File: src/rtl/ipmi_disp_pkg.sv
package ipmi_disp_pkg;
    localparam int BYTE_W     = 8;
    localparam int MAX_MSG    = 255;
    localparam int TAG_W      = 8;
    localparam int ADDR_W     = $clog2(MAX_MSG + 1);
    localparam int CC_POS     = 2;

    localparam logic [7:0] REQ_NETFN  = 8'h18;
    localparam logic [7:0] RSP_NETFN  = 8'h1C;
    localparam logic [7:0] CMD_CAP    = 8'h57;
    localparam logic [7:0] CC_BADLEN  = 8'hC7;
    localparam logic [7:0] CC_BADFLD  = 8'hCC;
    localparam logic [7:0] CC_TRUNC   = 8'hC6;
    localparam logic [7:0] CAP_FLAGS  = 8'h80;

    typedef enum logic [1:0] {REP_OK, REP_BADLEN, REP_BADFLD} rep_kind_t;

    function automatic logic [7:0] rep_len(input rep_kind_t k);
        return (k == REP_OK) ? 8'd7 : 8'd3;
    endfunction

    function automatic logic [7:0] rep_byte(input rep_kind_t k, input logic [2:0] idx);
        logic [7:0] b;
        case (idx)
            3'd0:    b = RSP_NETFN;
            3'd1:    b = CMD_CAP;
            3'd2:    b = (k == REP_BADLEN) ? CC_BADLEN :
                         (k == REP_BADFLD) ? CC_BADFLD : 8'h00;
            3'd3:    b = 8'h00;
            3'd4:    b = CAP_FLAGS;
            default: b = 8'(MAX_MSG);
        endcase
        return b;
    endfunction
endpackage

File: src/rtl/ipmi_req_sorter.sv
module ipmi_req_sorter
    import ipmi_disp_pkg::*;
(
    input  logic              clk,
    input  logic              rst_n,
    input  logic              rq_valid,
    input  logic [BYTE_W-1:0] rq_data,
    input  logic              rq_last,
    output logic              rq_ready,
    output logic              fwd_valid,
    output logic [BYTE_W-1:0] fwd_data,
    output logic              fwd_last,
    input  logic              loc_grant,
    output logic              loc_we,
    output logic [2:0]        loc_idx,
    output logic [BYTE_W-1:0] loc_data,
    output logic              loc_done,
    output logic [BYTE_W-1:0] loc_len
);
    typedef enum logic [2:0] {
        S_HDR0, S_HDR1, S_ARG, S_DRAIN, S_FLUSH, S_PASS, S_LOCAL
    } req_st_t;

    req_st_t           st, st_nx;
    logic [BYTE_W-1:0] h0, h1;
    logic              two_held, ended, fsel;
    rep_kind_t         kind;
    logic [2:0]        lidx;
    logic              take, flush_end;

    assign take      = rq_valid && rq_ready;
    assign flush_end = !two_held || fsel;

    always_ff @(posedge clk or negedge rst_n) begin
        if (!rst_n) st <= S_HDR0;
        else        st <= st_nx;
    end

    always_ff @(posedge clk or negedge rst_n) begin
        if (!rst_n) begin
            h0 <= '0; h1 <= '0; two_held <= 1'b0; ended <= 1'b0;
            fsel <= 1'b0; kind <= REP_OK; lidx <= '0;
        end else begin
            case (st)
                S_HDR0: if (take) begin
                    h0 <= rq_data; two_held <= 1'b0; ended <= rq_last;
                    fsel <= 1'b0; lidx <= '0;
                end
                S_HDR1: if (take) begin
                    h1 <= rq_data; two_held <= 1'b1; ended <= rq_last;
                    if (rq_last) kind <= REP_BADLEN;
                end
                S_ARG: if (take)
                    kind <= (rq_data[3:0] != 4'h0) ? REP_BADFLD : REP_OK;
                S_FLUSH: fsel <= 1'b1;
                S_LOCAL: if (loc_grant) lidx <= lidx + 3'd1;
                default: ;
            endcase
        end
    end

    always_comb begin
        st_nx     = st;
        rq_ready  = 1'b0;
        fwd_valid = 1'b0;
        fwd_data  = '0;
        fwd_last  = 1'b0;
        loc_we    = 1'b0;
        loc_done  = 1'b0;
        loc_idx   = lidx;
        loc_data  = rep_byte(kind, lidx);
        loc_len   = rep_len(kind);
        unique case (st)
            S_HDR0: begin
                rq_ready = 1'b1;
                if (rq_valid)
                    st_nx = (rq_data != REQ_NETFN || rq_last) ? S_FLUSH : S_HDR1;
            end
            S_HDR1: begin
                rq_ready = 1'b1;
                if (rq_valid) begin
                    if (rq_data != CMD_CAP) st_nx = S_FLUSH;
                    else                    st_nx = rq_last ? S_LOCAL : S_ARG;
                end
            end
            S_ARG: begin
                rq_ready = 1'b1;
                if (rq_valid) st_nx = rq_last ? S_LOCAL : S_DRAIN;
            end
            S_DRAIN: begin
                rq_ready = 1'b1;
                if (rq_valid && rq_last) st_nx = S_LOCAL;
            end
            S_FLUSH: begin
                fwd_valid = 1'b1;
                fwd_data  = fsel ? h1 : h0;
                fwd_last  = ended && flush_end;
                if (flush_end) st_nx = ended ? S_HDR0 : S_PASS;
            end
            S_PASS: begin
                rq_ready  = 1'b1;
                fwd_valid = rq_valid;
                fwd_data  = rq_data;
                fwd_last  = rq_last;
                if (rq_valid && rq_last) st_nx = S_HDR0;
            end
            S_LOCAL: begin
                loc_we = loc_grant;
                if (loc_grant && ({5'd0, lidx} == loc_len - 8'd1)) begin
                    loc_done = 1'b1;
                    st_nx    = S_HDR0;
                end
            end
            default: st_nx = S_HDR0;
        endcase
    end
endmodule

File: src/rtl/ipmi_rsp_loader.sv
module ipmi_rsp_loader
    import ipmi_disp_pkg::*;
#(
    parameter int MSG_MAX = MAX_MSG,
    parameter int TW      = TAG_W,
    parameter int AW      = $clog2(MSG_MAX + 1)
) (
    input  logic              clk,
    input  logic              rst_n,
    input  logic              ctl_valid,
    input  logic [BYTE_W-1:0] ctl_data,
    input  logic              ctl_last,
    input  logic [TW-1:0]     ctl_tag,
    output logic [TW-1:0]     cur_tag,
    output logic              busy,
    output logic              rsp_we,
    output logic [AW-1:0]     rsp_addr,
    output logic [BYTE_W-1:0] rsp_data,
    output logic              rsp_done,
    output logic [AW-1:0]     rsp_len
);
    typedef enum logic [1:0] {R_IDLE, R_TAKE, R_DROP, R_FIX} rsp_st_t;

    localparam logic [AW-1:0] LIMIT = AW'(MSG_MAX);

    rsp_st_t       st, st_nx;
    logic [AW-1:0] cnt;
    logic [TW-1:0] tag;

    assign cur_tag = tag;

    always_ff @(posedge clk or negedge rst_n) begin
        if (!rst_n) st <= R_IDLE;
        else        st <= st_nx;
    end

    always_ff @(posedge clk or negedge rst_n) begin
        if (!rst_n) begin
            cnt <= '0;
            tag <= '0;
        end else begin
            if (st == R_IDLE && ctl_valid)      cnt <= AW'(1);
            else if (st == R_TAKE && ctl_valid) cnt <= (cnt == LIMIT) ? cnt : cnt + AW'(1);
            if (rsp_done) tag <= tag + TW'(1);
        end
    end

    always_comb begin
        st_nx    = st;
        busy     = (st != R_IDLE) || ctl_valid;
        rsp_we   = 1'b0;
        rsp_addr = cnt;
        rsp_data = ctl_data;
        rsp_done = 1'b0;
        rsp_len  = cnt + AW'(1);
        unique case (st)
            R_IDLE: if (ctl_valid) begin
                if (ctl_tag == tag) begin
                    rsp_we   = 1'b1;
                    rsp_addr = '0;
                    rsp_len  = AW'(1);
                    if (ctl_last) rsp_done = 1'b1;
                    else          st_nx    = R_TAKE;
                end else if (!ctl_last) begin
                    st_nx = R_DROP;
                end
            end
            R_TAKE: if (ctl_valid) begin
                rsp_we = (cnt < LIMIT);
                if (ctl_last) begin
                    if (cnt >= LIMIT) st_nx = R_FIX;
                    else begin
                        rsp_done = 1'b1;
                        st_nx    = R_IDLE;
                    end
                end
            end
            R_FIX: begin
                rsp_we   = 1'b1;
                rsp_addr = AW'(CC_POS);
                rsp_data = CC_TRUNC;
                rsp_done = 1'b1;
                rsp_len  = LIMIT;
                st_nx    = R_IDLE;
            end
            R_DROP: if (ctl_valid && ctl_last) st_nx = R_IDLE;
            default: st_nx = R_IDLE;
        endcase
    end
endmodule

File: src/rtl/ipmi_dispatch.sv
module ipmi_dispatch
    import ipmi_disp_pkg::*;
(
    input  logic              clk,
    input  logic              rst_n,
    input  logic              rq_valid,
    input  logic [7:0]        rq_data,
    input  logic              rq_last,
    output logic              rq_ready,
    output logic              fwd_valid,
    output logic [7:0]        fwd_data,
    output logic              fwd_last,
    output logic [7:0]        fwd_tag,
    input  logic              ctl_valid,
    input  logic [7:0]        ctl_data,
    input  logic              ctl_last,
    input  logic [7:0]        ctl_tag,
    output logic              buf_we,
    output logic [7:0]        buf_addr,
    output logic [7:0]        buf_wdata,
    output logic              buf_done,
    output logic [7:0]        buf_len
);
    logic              rsp_busy, rsp_we, rsp_done;
    logic [ADDR_W-1:0] rsp_addr, rsp_len;
    logic [BYTE_W-1:0] rsp_data;
    logic              loc_we, loc_done;
    logic [2:0]        loc_idx;
    logic [BYTE_W-1:0] loc_data, loc_len;

    ipmi_req_sorter u_req (
        .clk(clk), .rst_n(rst_n),
        .rq_valid(rq_valid), .rq_data(rq_data), .rq_last(rq_last), .rq_ready(rq_ready),
        .fwd_valid(fwd_valid), .fwd_data(fwd_data), .fwd_last(fwd_last),
        .loc_grant(!rsp_busy),
        .loc_we(loc_we), .loc_idx(loc_idx), .loc_data(loc_data),
        .loc_done(loc_done), .loc_len(loc_len)
    );

    ipmi_rsp_loader #(.MSG_MAX(MAX_MSG), .TW(TAG_W), .AW(ADDR_W)) u_rsp (
        .clk(clk), .rst_n(rst_n),
        .ctl_valid(ctl_valid), .ctl_data(ctl_data), .ctl_last(ctl_last), .ctl_tag(ctl_tag),
        .cur_tag(fwd_tag), .busy(rsp_busy),
        .rsp_we(rsp_we), .rsp_addr(rsp_addr), .rsp_data(rsp_data),
        .rsp_done(rsp_done), .rsp_len(rsp_len)
    );

    always_comb begin
        buf_we    = rsp_we | loc_we;
        buf_addr  = rsp_we ? 8'(rsp_addr) : 8'(loc_idx);
        buf_wdata = rsp_we ? rsp_data : loc_data;
        buf_done  = rsp_done | loc_done;
        buf_len   = rsp_done ? 8'(rsp_len) : loc_len;
    end
endmodule

File: config.mk
export PLATFORM = sky130hd
export DESIGN_NAME = ipmi_dispatch
export DESIGN_NICKNAME = d
export VERILOG_FILES = /design/src/rtl/ipmi_disp_pkg.sv /design/src/rtl/ipmi_req_sorter.sv /design/src/rtl/ipmi_rsp_loader.sv /design/src/rtl/ipmi_dispatch.sv
export SDC_FILE = /design/constraint.sdc
export NUM_CORES = 1
export LEC_CHECK = 0
export ABC_AREA = 1
export BUFFER_PORTS_ARGS = -buffer_cell sky130_fd_sc_hd__buf_2
export CAP_MARGIN = 20
export CORE_MARGIN = 2
export CORE_UTILIZATION = 25
export DETAILED_ROUTE_END_ITERATION = 8
export SETUP_SLACK_MARGIN = 0.02
export SLEW_MARGIN = 40
export SYNTH_ARGS = -nofsm -noshare
export SYNTH_HDL_FRONTEND = slang
export SYNTH_HIERARCHICAL = 1
export SYNTH_SLANG_ARGS = --single-unit
File: constraint.sdc
create_clock -name clk -period 5.91 [get_ports clk]
set_input_delay 1.182 -clock clk [delete_from_list [all_inputs] [get_ports clk]]
set_output_delay 1.182 -clock clk [all_outputs]
set_load 0.02 [all_outputs]
Yosys cells after proc, flatten, opt, wreduce, memory -nomap -nowiden
Index checks and enable logic that the tools add are counted.
{"block": "totals", "output_inout_bits": 45, "register_bits": 45}
{"block": "classes", "n_reduce_logical": 35, "order_cmp": 2, "mux": 70, "addsub": 4, "n_eq_ne": 38, "n_bitwise": 2}
{"cell": "8-bit 2-to-1 mux", "n": 14}
{"cell": "8-bit one-hot mux with 2 select lines", "n": 3}
{"cell": "3-bit 2-to-1 mux", "n": 15}
{"cell": "8-bit one-hot mux with 5 select lines", "n": 1}
{"cell": "2-bit 2-to-1 mux", "n": 12}
{"cell": "3-bit one-hot mux with 7 select lines", "n": 1}
{"cell": "2-bit by 1-bit inequality test with 1-bit output (second input constant)", "n": 9}
{"cell": "2-bit inequality test (second input constant)", "n": 9}
{"cell": "8-bit by 1-bit adder with 8-bit output (second input constant)", "n": 2}
{"cell": "1-bit 2-to-1 mux", "n": 15}
{"cell": "3-bit by 2-bit == test with 1-bit output (second input constant)", "n": 4}
{"cell": "3-bit == test (second input constant)", "n": 4}
{"cell": "2-bit nonzero test", "n": 6}
{"cell": "2-bit AND reduction", "n": 5}
{"cell": "3-bit by 8-bit == test with 1-bit output", "n": 1}
{"cell": "8-bit == test", "n": 1}
{"cell": "8-bit == test (second input constant)", "n": 1}
{"cell": "8-bit greater-or-equal comparator (second input constant)", "n": 1}
{"cell": "8-bit less-than comparator (second input constant)", "n": 1}
{"cell": "8-bit by 5-bit inequality test with 1-bit output (second input constant)", "n": 1}
{"cell": "8-bit by 7-bit inequality test with 1-bit output (second input constant)", "n": 1}
{"cell": "1-bit one-hot mux with 2 select lines", "n": 4}
{"cell": "2-bit one-hot mux with 4 select lines", "n": 1}
{"cell": "8-bit by 1-bit subtractor with 8-bit output (second input constant)", "n": 1}
{"cell": "other kinds (20)", "n": 38}

Longest topological paths before layout
{"block": "depth", "word_depth": 8, "mapped_depth": 16, "depth_no_buf": 15}

Modules after synthesis
The synthesis kept the hierarchy.
{"module": "ipmi_req_sorter", "cells_per_inst": 237, "instances": 1, "seq_area_each_um2": 675.6, "area_per_inst_um2": 1834.3}
{"module": "ipmi_rsp_loader", "cells_per_inst": 219, "instances": 1, "seq_area_each_um2": 450.4, "area_per_inst_um2": 1451.4}
{"module": "ipmi_dispatch", "cells_per_inst": 76, "instances": 1, "seq_area_each_um2": 0.0, "area_per_inst_um2": 312.8}

Worst setup path after synthesis
No wires, ideal clock.
{"block": "synth_path", "kind": "input port to output port", "start": "input ctl_tag[1]", "end": "output buf_wdata[1]", "n_path_buf": 3, "setup_slack_ps": 2318, "stages": 14, "arrival_time_ps": 2410, "t_required_ps": 4728, "cell_sequence": "inv_1 nand2_1 nand2_1 nand2_1 nor2_1 nand3_2 nand2_1 nand2_2 nand2_2 buf_6 buf_6 buf_4 nand2_1 nand2_1"}
{"block": "synth_between", "elab_chain_cells": 5}
{"element": "start, declared", "line_no": "ipmi_dispatch.sv:17", "rtl": "input logic [7:0] ctl_tag,"}
{"element": "8-bit == test", "line_no": "ipmi_rsp_loader.sv:58", "rtl": "if (ctl_tag == tag) begin"}
{"element": "1-bit 2-to-1 mux", "line_no": "ipmi_rsp_loader.sv:58"}
{"element": "1-bit 2-to-1 mux", "line_no": "ipmi_rsp_loader.sv:57", "rtl": "R_IDLE: if (ctl_valid) begin"}
{"element": "1-bit one-hot mux with 3 select lines", "line_no": "ipmi_rsp_loader.sv:56", "rtl": "unique case (st)"}
{"element": "named net rsp_we", "line_no": "ipmi_dispatch.sv:24", "rtl": "logic rsp_busy, rsp_we, rsp_done;"}
{"element": "8-bit 2-to-1 mux", "line_no": "ipmi_dispatch.sv:51", "rtl": "buf_wdata = rsp_we ? rsp_data : loc_data;"}
{"element": "end, declared", "line_no": "ipmi_dispatch.sv:20", "rtl": "output logic [7:0] buf_wdata,"}
The timed path passes the listed nets, and every way through them passes these cells.

Final worst setup path
{"block": "layout_path", "start": "input ctl_tag[5]", "end": "output buf_len[2]"}
{"block": "layout_between", "elab_chain_cells": 5, "elab_cells_between_ends": 8, "cone_classes": "1 x eq/ne; 7 x mux"}
{"element": "8-bit == test", "line_no": "ipmi_rsp_loader.sv:58"}
{"element": "1-bit 2-to-1 mux", "line_no": "ipmi_rsp_loader.sv:58"}
{"element": "1-bit 2-to-1 mux", "line_no": "ipmi_rsp_loader.sv:57"}
{"element": "1-bit one-hot mux with 3 select lines", "line_no": "ipmi_rsp_loader.sv:56"}
{"element": "named net rsp_done", "line_no": "ipmi_dispatch.sv:24"}
{"element": "8-bit 2-to-1 mux", "line_no": "ipmi_dispatch.sv:53", "rtl": "buf_len = rsp_done ? 8'(rsp_len) : loc_len;"}
{"element": "end, declared", "line_no": "ipmi_dispatch.sv:22", "rtl": "output logic [7:0] buf_len"}
The timed path passes the listed nets, and every way through them passes these cells.

==> out/qor.csv <==
metric;value;unit
root_buffer;clkbuf_16;
critPathTopFamily;simple AND/OR/NAND/NOR gates;
hold_viol_final;0;
core;14000;um^2
crit_slowest_cell;nand2_2;
grt_overflow_total;0;
drc;0;
drtAntennaViolNets;0;
rr_worst_depth;12;
yosysWarnings;6;
holdPathStages;2;
grt_pass1_vias;2992;
n_antenna_cell;0;
final_max_slew_viol_count;0;
cts_tree;built;
nNetsFinal;639;
synthCells;532;
cts_sinks;45;
htree_levels;2;
fillerInstances;1562;
grt_start_max_net_pins;46;
port_buffers;74;
wl_per_cell;11.3;um
synth_mux_area_share;0;%
synth_compound_area_share;11.2;%
hp-start;u_req/two_held;
cp_slowest_stage_delay;0.42;ns
synthXorXnorAreaFrac;2.68;%
slew_headroom;56.1;%
routabilityCongestion;0.880;
fmax;0.221;GHz
hold_path_class;flop to flop;
synth_top_family_by_area;simple AND/OR/NAND/NOR gates;
timing.critical_path.buf_inv;5;
synth_fa_ha_area_share;4.87;%
min_period;4.52;ns
totalWireLength;8740;um
cellPowerDensity;405;nW/um^2
syn_to_final_growth;15.6;%
crit_type;input pin to primary output;
r2r-start;u_rsp/cur_tag[0];
path_common_cell;nand2_1;
hold_buffers;0;
crit_required;4.73;ns
fin_setup_tns;0;ns
crit_chain;buf_2 > inv_1 > nand2_1 > nand2_1 > nand2_1 > nor2_1 > nand3_2 > nand2_1 > nand2_2 > nand2_2 > nand2_2 > inv_1 > inv_2 > nand2_1 > nand2_1 > buf_2;
synth-seq-cells;45;
cts_setup_buffers;0;
grt_pass1_wl;14600;um
critPathMaxFanout;29;
dieWidth;124;um
clock_path_buffers;2;
clock_latency;0.28;ns
finalPower;1680;uW
p_leak;0.00232;uW
die_h;124;um
critical_path_arrival;3.34;ns
numCtsBuffers;5;
layout-drive-gt1-share;22.5;%
antenna_found_initial;0;
ys.flop_type;dfrtp_1;
async_reset_ff_share;100;%
crit_start;ctl_tag[5];
ctsResizeCount;0;
place_hpwl;6640;um
fp-row-count;43;
worst_setup_path_start_kind;input pin;
vias;3296;
synth_edf_count;0;
io-pin-count;75;
initial_core_util;25.7;%
finalCritPeriodShare;76.5;%
status;finished, final reports clean;
dieArea;15400;um^2
track_usage;11.8;%
multi_input_area;2010;um^2
finalSetupViolCount;0;
syn_area;3600;um^2
register_area;1130;um^2
rsz0062_at_grt;false;
ys_seq_area_share;31.3;%
dr.first_iter.drc_count;224;
ys_types;39;
firstDrtPassIters;4;
rr_endpoint;u_rsp/cur_tag[6];
maxCapViolations;0;
setup.worst_path.end_class;primary output;
path_clk_slew;0.07;ns
ir_drop;207;uV
post_synth.cell_area_avg;6.76;um^2
tightest_slew;0.655;ns
whs_endpoint;u_req/two_held;
r2r_setup_slack;3.74;ns
final.setup_skew;0.00833;ns
synth-simple-area-share;36.4;%
post_drt_via_cell_ratio;4.25;
==> power breakdown <==
part / internal (uW) / total [uW] / switching [uW]
logic: 294 / 882 / 588
clock network: 168 / 287 / 119
registers: 413 / 515 / 102
==> cell usage after synthesis (3+ instances only) <==
library cell,count,area [um^2]
or2_2,4,25.0
o21ai_2,14,123
nor2_1,49,184
nand2_1,189,709
ha_1,14,175
o21ai_1,5,25.0
nand3_2,3,30.0
inv_2,12,45.0
xnor2_1,4,35.0
inv_1,57,214
buf_6,8,90.1
buf_4,11,82.6
nor2_4,3,33.8
nor4_1,3,18.8
nor3_2,3,30.0
dfrtp_1,45,1130
nand2_2,9,56.3
a21oi_1,9,45.0
o21ai_0,20,100
xor2_1,7,61.3
buf_2,3,15.0
o32ai_1,7,61.3
nand3_1,29,145
o22ai_1,4,25.0
==> cell type report <==
class / instances / share of cell area, %
clock inverter: 2 / 0.331
inverter: 71 / 6.46
clock buffer: 6 / 3.34
timing repair buffer: 75 / 9.08
multi-input combinational: 397 / 48.3
sequential: 45 / 27.1
tap: 180 / 5.41
==> kinds of logic after synthesis <==
| logic type | Yosys count |
|---|---|
| flops | 45 |
| fa+ha+maj | 14 |
| compound gates | 62 |
| other cells | 2 |
| buf+inv | 95 |
| xor+xnor | 11 |
| simple gates | 303 |
==> how the worst max path moves through the flow <==
stage / endpoint / slack, ns / cells after the start
final: buf_len[2] / 1.39 / 16
after global placement: buf_len[2] / 1.48 / 16
after global routing: buf_len[2] / 1.05 / 16
after floorplan: buf_wdata[1] / 2.32 / 14
after detailed placement: buf_len[2] / 1.38 / 16
after CTS: buf_len[2] / 1.37 / 16
==> metrics by stage <==
stage | setup slack (ns) | instances | hold WS [ns] | util [%] | area, um^2
finish | 1.39 | 776 | 0.479 | 29.7 | 4160
global route | 1.05 | 776 | 0.507 | 29.7 | 4160
CTS | 1.37 | 776 | 0.485 | 29.7 | 4160
detailed placement | 1.38 | 768 | 0.467 | 28.7 | 4010
global placement | 1.48 | 768 | 0.467 | 28.7 | 4010
floorplan | 2.32 | 537 | 0.449 | - | 3620
==> sequential cells by signal (all words and copies together) (netlist names) <==
| register | cells |
|---|---|
| u_req/loc_idx | 3 |
| u_req/two_held | 1 |
| u_req/kind | 2 |
| u_req/h1 | 8 |
| u_rsp/st | 2 |
| u_req/st | 3 |
| u_req/ended | 1 |
| u_req/h0 | 8 |
| u_rsp/cur_tag | 8 |
| u_req/fsel | 1 |
| u_rsp/cnt | 8 |
==> metal layers <==
layer / share of wire, % / global-route usage, % / up-vias / wire [um]
met5: 0 / 0 / - / 0
met4: 0.58 / 2.32 / 0 / 51
met3: 5.4 / 1.69 / 4 / 470
met2: 40 / 18.2 / 88 / 3510
met1: 54 / 17.6 / 1429 / 4710
li1: - / - / 1775 / -
==> tightest hold or removal path: stages, from the launching register on <==
cell	delay (ns)
dfrtp_1	0.34
nand2_1	0.05
nand2_1	0.06
==> placed cells by master, fill, tap and decap left out, types with 3 or more instances in the layout <==
cell type  count
a21oi_1        9
buf_2         74
clkbuf_16      5
conb_1         7
dfrtp_1       45
ha_1          14
inv_1         57
inv_2         12
nand2_1      189
nand2_2        9
nand3_1       29
nand3_2        3
nor2_1        49
nor2_4         3
nor3_2         3
nor4_1         3
o21ai_0       20
o21ai_1        5
o21ai_2       14
o22ai_1        4
o32ai_1        7
or2_2          4
xnor2_1        4
xor2_1         7
Power figures use the tool's default switching activity.
